===== config.mk =====
export PLATFORM = sky130hd
export DESIGN_NAME = ptw_top
export DESIGN_NICKNAME = d
export VERILOG_FILES = /design/src/rtl/ptw_pkg.sv /design/src/rtl/ptw_canon.sv /design/src/rtl/ptw_idx.sv /design/src/rtl/ptw_leaf.sv /design/src/rtl/ptw_top.sv
export SDC_FILE = /design/constraint.sdc
export NUM_CORES = 1
export LEC_CHECK = 0
export ABC_CLOCK_PERIOD_IN_PS = 2100
export CORE_MARGIN = 5
export CORE_UTILIZATION = 40
export DETAILED_ROUTE_END_ITERATION = 16
export GPL_TIMING_DRIVEN = 0
export PLACE_DENSITY = 0.84
export SKIP_CTS_REPAIR_TIMING = 1
export SKIP_LAST_GASP = 1
export SLEW_MARGIN = 20
export SYNTH_ARGS = -nofsm -noshare
export SYNTH_HDL_FRONTEND = slang
export SYNTH_SLANG_ARGS = --single-unit

===== constraint.sdc =====
create_clock -name clk -period 2.1 [get_ports clk]
set_input_delay 0.315 -clock clk [delete_from_list [all_inputs] [get_ports clk]]
set_output_delay 0.315 -clock clk [all_outputs]
set_load 0.02 [all_outputs]

===== src/rtl/ptw_pkg.sv =====
package ptw_pkg;
  localparam int OFF_W     = 12;
  localparam int IDX_W     = 9;
  localparam int MAX_LVL   = 5;
  localparam int ENT_SHIFT = 3;
  localparam int PRES_BIT  = 0;
  localparam int WR_BIT    = 1;
  localparam int PS_BIT    = 7;
  localparam int NX_BIT    = 63;

  typedef enum logic [1:0] {
    ACC_READ  = 2'd0,
    ACC_WRITE = 2'd1,
    ACC_FETCH = 2'd2
  } acc_e;

  typedef enum logic [2:0] {
    FLT_NONE     = 3'd0,
    FLT_NONCANON = 3'd1,
    FLT_NOTPRES  = 3'd2,
    FLT_WRPROT   = 3'd3,
    FLT_NOEXEC   = 3'd4
  } fault_e;

  typedef enum logic [1:0] {
    PG_4K = 2'd0,
    PG_2M = 2'd1,
    PG_1G = 2'd2
  } pgsz_e;

  typedef enum logic [1:0] {
    ST_IDLE  = 2'd0,
    ST_ISSUE = 2'd1,
    ST_WAIT  = 2'd2
  } st_e;
endpackage


===== src/rtl/ptw_canon.sv =====
module ptw_canon
  import ptw_pkg::*;
#(
  parameter int VA_W = 64,
  localparam int TOP4 = OFF_W + 4 * IDX_W - 1,
  localparam int TOP5 = OFF_W + 5 * IDX_W - 1,
  localparam int HI_W = VA_W - TOP4
) (
  input  logic [HI_W-1:0] va_hi,
  input  logic            five_en,
  output logic            ok
);
  logic ok4, ok5;

  always_comb begin
    ok4 = (&va_hi) | ~(|va_hi);
    ok5 = (&va_hi[HI_W-1:TOP5-TOP4]) | ~(|va_hi[HI_W-1:TOP5-TOP4]);
    ok  = five_en ? ok5 : ok4;
  end
endmodule


===== src/rtl/ptw_idx.sv =====
module ptw_idx
  import ptw_pkg::*;
#(
  parameter int LEVELS = MAX_LVL
) (
  input  logic [LEVELS*IDX_W-1:0] vfld,
  input  logic [2:0]              lvl,
  output logic [IDX_W-1:0]        idx
);
  logic [IDX_W-1:0] fld [LEVELS];

  for (genvar g = 0; g < LEVELS; g++) begin : g_fld
    assign fld[g] = vfld[g*IDX_W +: IDX_W];
  end

  always_comb begin
    idx = '0;
    for (int i = 0; i < LEVELS; i++) begin
      if (lvl == 3'(i + 1)) idx = fld[i];
    end
  end
endmodule


===== src/rtl/ptw_leaf.sv =====
module ptw_leaf
  import ptw_pkg::*;
#(
  parameter int PA_W = 52,
  localparam int FR_W  = PA_W - OFF_W,
  localparam int VOF_W = OFF_W + 2 * IDX_W
) (
  input  logic [FR_W-1:0]  frame,
  input  logic [VOF_W-1:0] voff,
  input  logic [2:0]       lvl,
  output logic [PA_W-1:0]  paddr,
  output pgsz_e            size
);
  always_comb begin
    unique case (lvl)
      3'd3: begin
        paddr = {frame[FR_W-1:2*IDX_W], voff};
        size  = PG_1G;
      end
      3'd2: begin
        paddr = {frame[FR_W-1:IDX_W], voff[OFF_W+IDX_W-1:0]};
        size  = PG_2M;
      end
      default: begin
        paddr = {frame, voff[OFF_W-1:0]};
        size  = PG_4K;
      end
    endcase
  end
endmodule


===== src/rtl/ptw_top.sv =====
module ptw_top
  import ptw_pkg::*;
#(
  parameter int VA_W  = 64,
  parameter int PA_W  = 52,
  parameter int ENT_W = 64
) (
  input  logic                  clk,
  input  logic                  rst_n,
  input  logic                  req_valid,
  input  logic [VA_W-1:0]       req_vaddr,
  input  logic [1:0]            req_access,
  input  logic                  five_lvl_en,
  input  logic                  nx_en,
  input  logic [PA_W-OFF_W-1:0] root_frame,
  output logic                  req_ready,
  output logic                  mem_rd_valid,
  output logic [PA_W-1:0]       mem_rd_addr,
  input  logic                  mem_rsp_valid,
  input  logic [ENT_W-1:0]      mem_rsp_data,
  output logic                  rsp_valid,
  output logic [PA_W-1:0]       rsp_paddr,
  output logic [1:0]            rsp_size,
  output logic [2:0]            rsp_fault,
  output logic [2:0]            rsp_level
);
  localparam int FR_W  = PA_W - OFF_W;
  localparam int VQ_W  = OFF_W + MAX_LVL * IDX_W;
  localparam int VOF_W = OFF_W + 2 * IDX_W;
  localparam int TOP4  = OFF_W + 4 * IDX_W - 1;

  st_e              state_q, st_d;
  logic [2:0]       lvl_q, lvl_d;
  logic [VQ_W-1:0]  va_q;
  acc_e             acc_q;
  logic             nxe_q;
  logic [FR_W-1:0]  base_q, base_d;
  logic             cap_en, base_en;

  logic             rv_d, rv_q;
  logic [PA_W-1:0]  pa_d, pa_q;
  pgsz_e            sz_d, sz_q;
  fault_e           flt_d, flt_q;
  logic [2:0]       fl_d, fl_q;

  logic             canon_ok;
  logic [IDX_W-1:0] cur_idx;
  logic [PA_W-1:0]  leaf_pa;
  pgsz_e            leaf_sz;

  logic             e_pres, e_wr, e_ps, e_nx, leaf_hit;
  logic [FR_W-1:0]  e_frame;

  ptw_canon #(.VA_W(VA_W)) u_canon (
    .va_hi   (req_vaddr[VA_W-1:TOP4]),
    .five_en (five_lvl_en),
    .ok      (canon_ok)
  );

  ptw_idx #(.LEVELS(MAX_LVL)) u_idx (
    .vfld (va_q[VQ_W-1:OFF_W]),
    .lvl  (lvl_q),
    .idx  (cur_idx)
  );

  ptw_leaf #(.PA_W(PA_W)) u_leaf (
    .frame (e_frame),
    .voff  (va_q[VOF_W-1:0]),
    .lvl   (lvl_q),
    .paddr (leaf_pa),
    .size  (leaf_sz)
  );

  always_comb begin
    e_frame  = mem_rsp_data[PA_W-1:OFF_W];
    e_pres   = mem_rsp_data[PRES_BIT];
    e_wr     = mem_rsp_data[WR_BIT];
    e_ps     = mem_rsp_data[PS_BIT];
    e_nx     = mem_rsp_data[NX_BIT];
    leaf_hit = (lvl_q == 3'd1) || (e_ps && (lvl_q == 3'd2 || lvl_q == 3'd3));
  end

  // next-state process
  always_comb begin
    st_d    = state_q;
    lvl_d   = lvl_q;
    base_d  = base_q;
    cap_en  = 1'b0;
    base_en = 1'b0;
    rv_d    = 1'b0;
    pa_d    = '0;
    sz_d    = PG_4K;
    flt_d   = FLT_NONE;
    fl_d    = 3'd0;
    unique case (state_q)
      ST_IDLE: begin
        if (req_valid) begin
          cap_en  = 1'b1;
          base_en = 1'b1;
          base_d  = root_frame;
          lvl_d   = five_lvl_en ? 3'd5 : 3'd4;
          if (!canon_ok) begin
            rv_d  = 1'b1;
            flt_d = FLT_NONCANON;
          end else begin
            st_d = ST_ISSUE;
          end
        end
      end
      ST_ISSUE: st_d = ST_WAIT;
      ST_WAIT: begin
        if (mem_rsp_valid) begin
          if (!e_pres) begin
            rv_d = 1'b1; flt_d = FLT_NOTPRES; fl_d = lvl_q; st_d = ST_IDLE;
          end else if (acc_q == ACC_WRITE && !e_wr) begin
            rv_d = 1'b1; flt_d = FLT_WRPROT; fl_d = lvl_q; st_d = ST_IDLE;
          end else if (acc_q == ACC_FETCH && nxe_q && e_nx) begin
            rv_d = 1'b1; flt_d = FLT_NOEXEC; fl_d = lvl_q; st_d = ST_IDLE;
          end else if (leaf_hit) begin
            rv_d = 1'b1; pa_d = leaf_pa; sz_d = leaf_sz; fl_d = lvl_q;
            st_d = ST_IDLE;
          end else begin
            base_en = 1'b1;
            base_d  = e_frame;
            lvl_d   = lvl_q - 3'd1;
            st_d    = ST_ISSUE;
          end
        end
      end
      default: st_d = ST_IDLE;
    endcase
  end

  // register process
  always_ff @(posedge clk or negedge rst_n) begin
    if (!rst_n) begin
      state_q <= ST_IDLE;
      lvl_q   <= 3'd0;
      va_q    <= '0;
      acc_q   <= ACC_READ;
      nxe_q   <= 1'b0;
      base_q  <= '0;
      rv_q    <= 1'b0;
      pa_q    <= '0;
      sz_q    <= PG_4K;
      flt_q   <= FLT_NONE;
      fl_q    <= 3'd0;
    end else begin
      state_q <= st_d;
      rv_q    <= rv_d;
      lvl_q   <= lvl_d;
      if (cap_en) begin
        va_q  <= req_vaddr[VQ_W-1:0];
        acc_q <= acc_e'(req_access);
        nxe_q <= nx_en;
      end
      if (base_en) base_q <= base_d;
      if (rv_d) begin
        pa_q  <= pa_d;
        sz_q  <= sz_d;
        flt_q <= flt_d;
        fl_q  <= fl_d;
      end
    end
  end

  assign req_ready    = (state_q == ST_IDLE);
  assign mem_rd_valid = (state_q == ST_ISSUE);
  assign mem_rd_addr  = {base_q, cur_idx, {ENT_SHIFT{1'b0}}};
  assign rsp_valid    = rv_q;
  assign rsp_paddr    = pa_q;
  assign rsp_size     = sz_q;
  assign rsp_fault    = flt_q;
  assign rsp_level    = fl_q;
endmodule


==> qor.yml <==
detailed_routing:
  drtPass1Iterations: 5
  vias_per_cell: 5.38
  wirelength_um: 26300
  wire_per_inst_um: 19.9
  antenna_left: 0
  remaining_drc_errors: 0
  drt_iter0_drc: 515
  num_vias: 7139
cts:
  cts_tree: "built"
  cts_sinks: 166
  clkSlewWorstSetupHoldPaths_ns: 0.07
  clockRootBuffer: "clkbuf_16"
  cts_made_buffers: 17
  clk_latency_ns: 0.43
  clockBufferDepth: 2
  h-tree-depth: 4
yosys:
  synth.distinct_cells: 49
  syn_area_um2: 7360
  async_flop_share_pct: 100
  synth_edf_count: 0
  synth_area_per_cell_um2: 9.39
  synth_cells: 784
  synth_ff_type: "dfrtp_1"
  synth_seq_cells: 166
  ys_seq_area_share_pct: 56.5
  synth.top_cells.by_area: "dfrtp_1 (56%), nand2_1 (15%), a31oi_1 (3.6%), a32o_1 (3.4%), a22oi_1 (2.9%)"
  synth_top_area_share_pct: 56.5
  yosys.area.top_type: "dfrtp_1"
  yosys_warnings: 0
die:
  fp.dieH_um: 146
  coreArea_um2: 18000
  dieArea_um2: 21200
  die-width_um: 146
  rows: 49
  start_util_pct: 40.8
  ios: 291
power_and_ir_drop:
  power_mw: 8.22
  ir_drop_uv: 569
  p_leak_nw: 5.00
  p_per_area_nw_per_um2: 729
placed_design:
  gp_congestion: 0.897
  port_buffers: 267
  dp.cells: 1283
  place_hpwl_um: 19800
setup_path:
  endpoint_kind: "output pin"
  critPathMostFrequentCell: "buf_6"
  crit_path_cell_trace: "buf_6 -> ha_4 -> nor2b_4 -> buf_6 -> a22oi_2 -> nor2_1 -> a211oi_2 -> a21oi_2 -> buf_4"
  crit_path_start_kind: "flop"
  path_delay_family: "buffers and inverters"
  critPathMaxStageDelay_ns: 0.41
  crit_arrival_ns: 2.11
  cp_slowest_cell: "dfrtp_1"
  crit_buf_inv: 3
  worstSetupPathType: "flop to output pin"
  required_ns: 1.78
  crit_path_max_fanout: 5
timing:
  fin_crit_sh_pct: 116
  fmax_mhz: 412
  setup_ws_ns: -0.328
  clock_skew_ns: 0.0123
  tightest_slew_ns: 0.649
  finalHoldViolCount: 0
  grt_setup_unrepaired: "yes"
  finalMaxSlewViolations: 0
  fin_crit_ns: 2.43
  finalSetupTns_ns: -2.22
  setup_viol: 9
  max_slew_margin_pct: 56.4
global_route:
  grt_overflow: 0
  antenna_found_initial: 0
  grt_start_max_net_pins: 87
  grtUsageTotal_pct: 23.4
  grt_pass1_vias: 6907
  grt_pass1_wl_um: 39300
min_path:
  hold_class: "primary input to flop"
outcome:
  violations: "setup timing"
  status: "finished with violations"
final_layout:
  area_growth_pct: 53.3
  nets: 1265
  final_cell_mix: "nand2_1 (290), clkdlybuf4s50_1 (257), dfrtp_1 (165)"
  final_common_cell: "nand2_1"
  multi_input_area_um2: 3100
  n_antenna_cell: 0
  fillCellCount: 1488
  seqCellArea_um2: 4160
  final_layout_size_suffix_gt1_share_pct: 13.8
  final_cells: 1326
run:
  drv_cap: 0
-- logic make-up after synthesis --
kind of cell	count (synthesis)	synth area share, %
compound gates	160	16.0
fa+ha+maj	5	0.850
other cells	1	0.0510
mux	9	1.22
simple gates	380	21.2
buf+inv	63	4.22
flops	166	56.5
-- final cells by class --
| cell class | count | share of cell area (%) |
|---|---|---|
| sequential | 166 | 36.8 |
| multi-input combinational | 557 | 27.4 |
| timing repair buffer | 281 | 24.8 |
| clock buffer | 19 | 3.93 |
| buffer | 58 | 3.29 |
| tap | 229 | 2.54 |
| clock inverter | 13 | 1.09 |
| inverter | 3 | 0.122 |
-- synthesized netlist by cell type, drive strengths merged (2+ instances only) --
library cell	instances
ha	5
nor2b	4
nand2	291
mux2i	9
dfrtp	166
a31oi	42
and3	3
buf	26
clkbuf	34
or4	2
o22ai	13
a211oi	10
o21bai	2
a22oi	28
a21oi	9
inv	3
nand4	5
nor3	3
nor4	2
a32o	35
o21ai	17
nand3	4
nor2	59
-- stage by stage --
stage	cell area [um2]	hold slack, ns	setup slack (ns)	util [%]
6_report	11300	0.409	-0.328	62.6
5_1_grt	11300	0.399	-0.435	62.6
4_1_cts	10900	-0.0948	-1.15	60.6
3_5_place_dp	10400	0.349	-0.692	57.5
3_3_place_gp	10300	0.460	-6.09	57.3
2_1_floorplan	7370	0.0194	0.0967	-
-- report_power, final --
group / total (mW) / switching (mW) / internal, mW
combinational: 1.60 / 0.812 / 0.785
clock: 3.04 / 1.36 / 1.68
sequential: 3.59 / 0.177 / 3.41
total: 8.22 / 2.34 / 5.88
-- state kept, by name, summed over array words and instances, names as in the netlist --
name	flops
acc_q	2
base_q	40
lvl_q	3
nxe_q	1
rsp_fault	3
rsp_level	3
rsp_paddr	52
rsp_size	2
rsp_valid	1
state_q	2
va_q	57
-- final timing paths --
check | from | slack [ns] | end | cells after the start
max | lvl_q[1] | -0.33 | mem_rd_addr[4] | 9
min | req_vaddr[3] | 0.41 | va_q[3] | 3
max reg2reg | lvl_q[1] | 0.05 | rsp_paddr[47] | 8
min reg2reg | va_q[6] | 0.48 | va_q[6] | 2
max in group asynchronous | rst_n | 0.81 | rsp_paddr[23] | 3
min in group asynchronous | rst_n | 0.46 | va_q[43] | 2
-- per-layer routing --
metal / wire, um / global-route usage [%]
met2: 12900 / 39.1
met5: 0 / 0
met4: 532 / 7.37
met3: 2000 / 5.23
met1: 10900 / 30.4
-- worst reg2reg max path, stage by stage, from the launching register on --
cell and delay, ns:
dfrtp_1 0.41, buf_6 0.13, ha_4 0.18, o21a_1 0.21, o21ba_2 0.25, o21ai_4 0.21
buf_4 0.16, buf_2 0.23, a32o_1 0.21
Power figures use the tool's default switching activity.
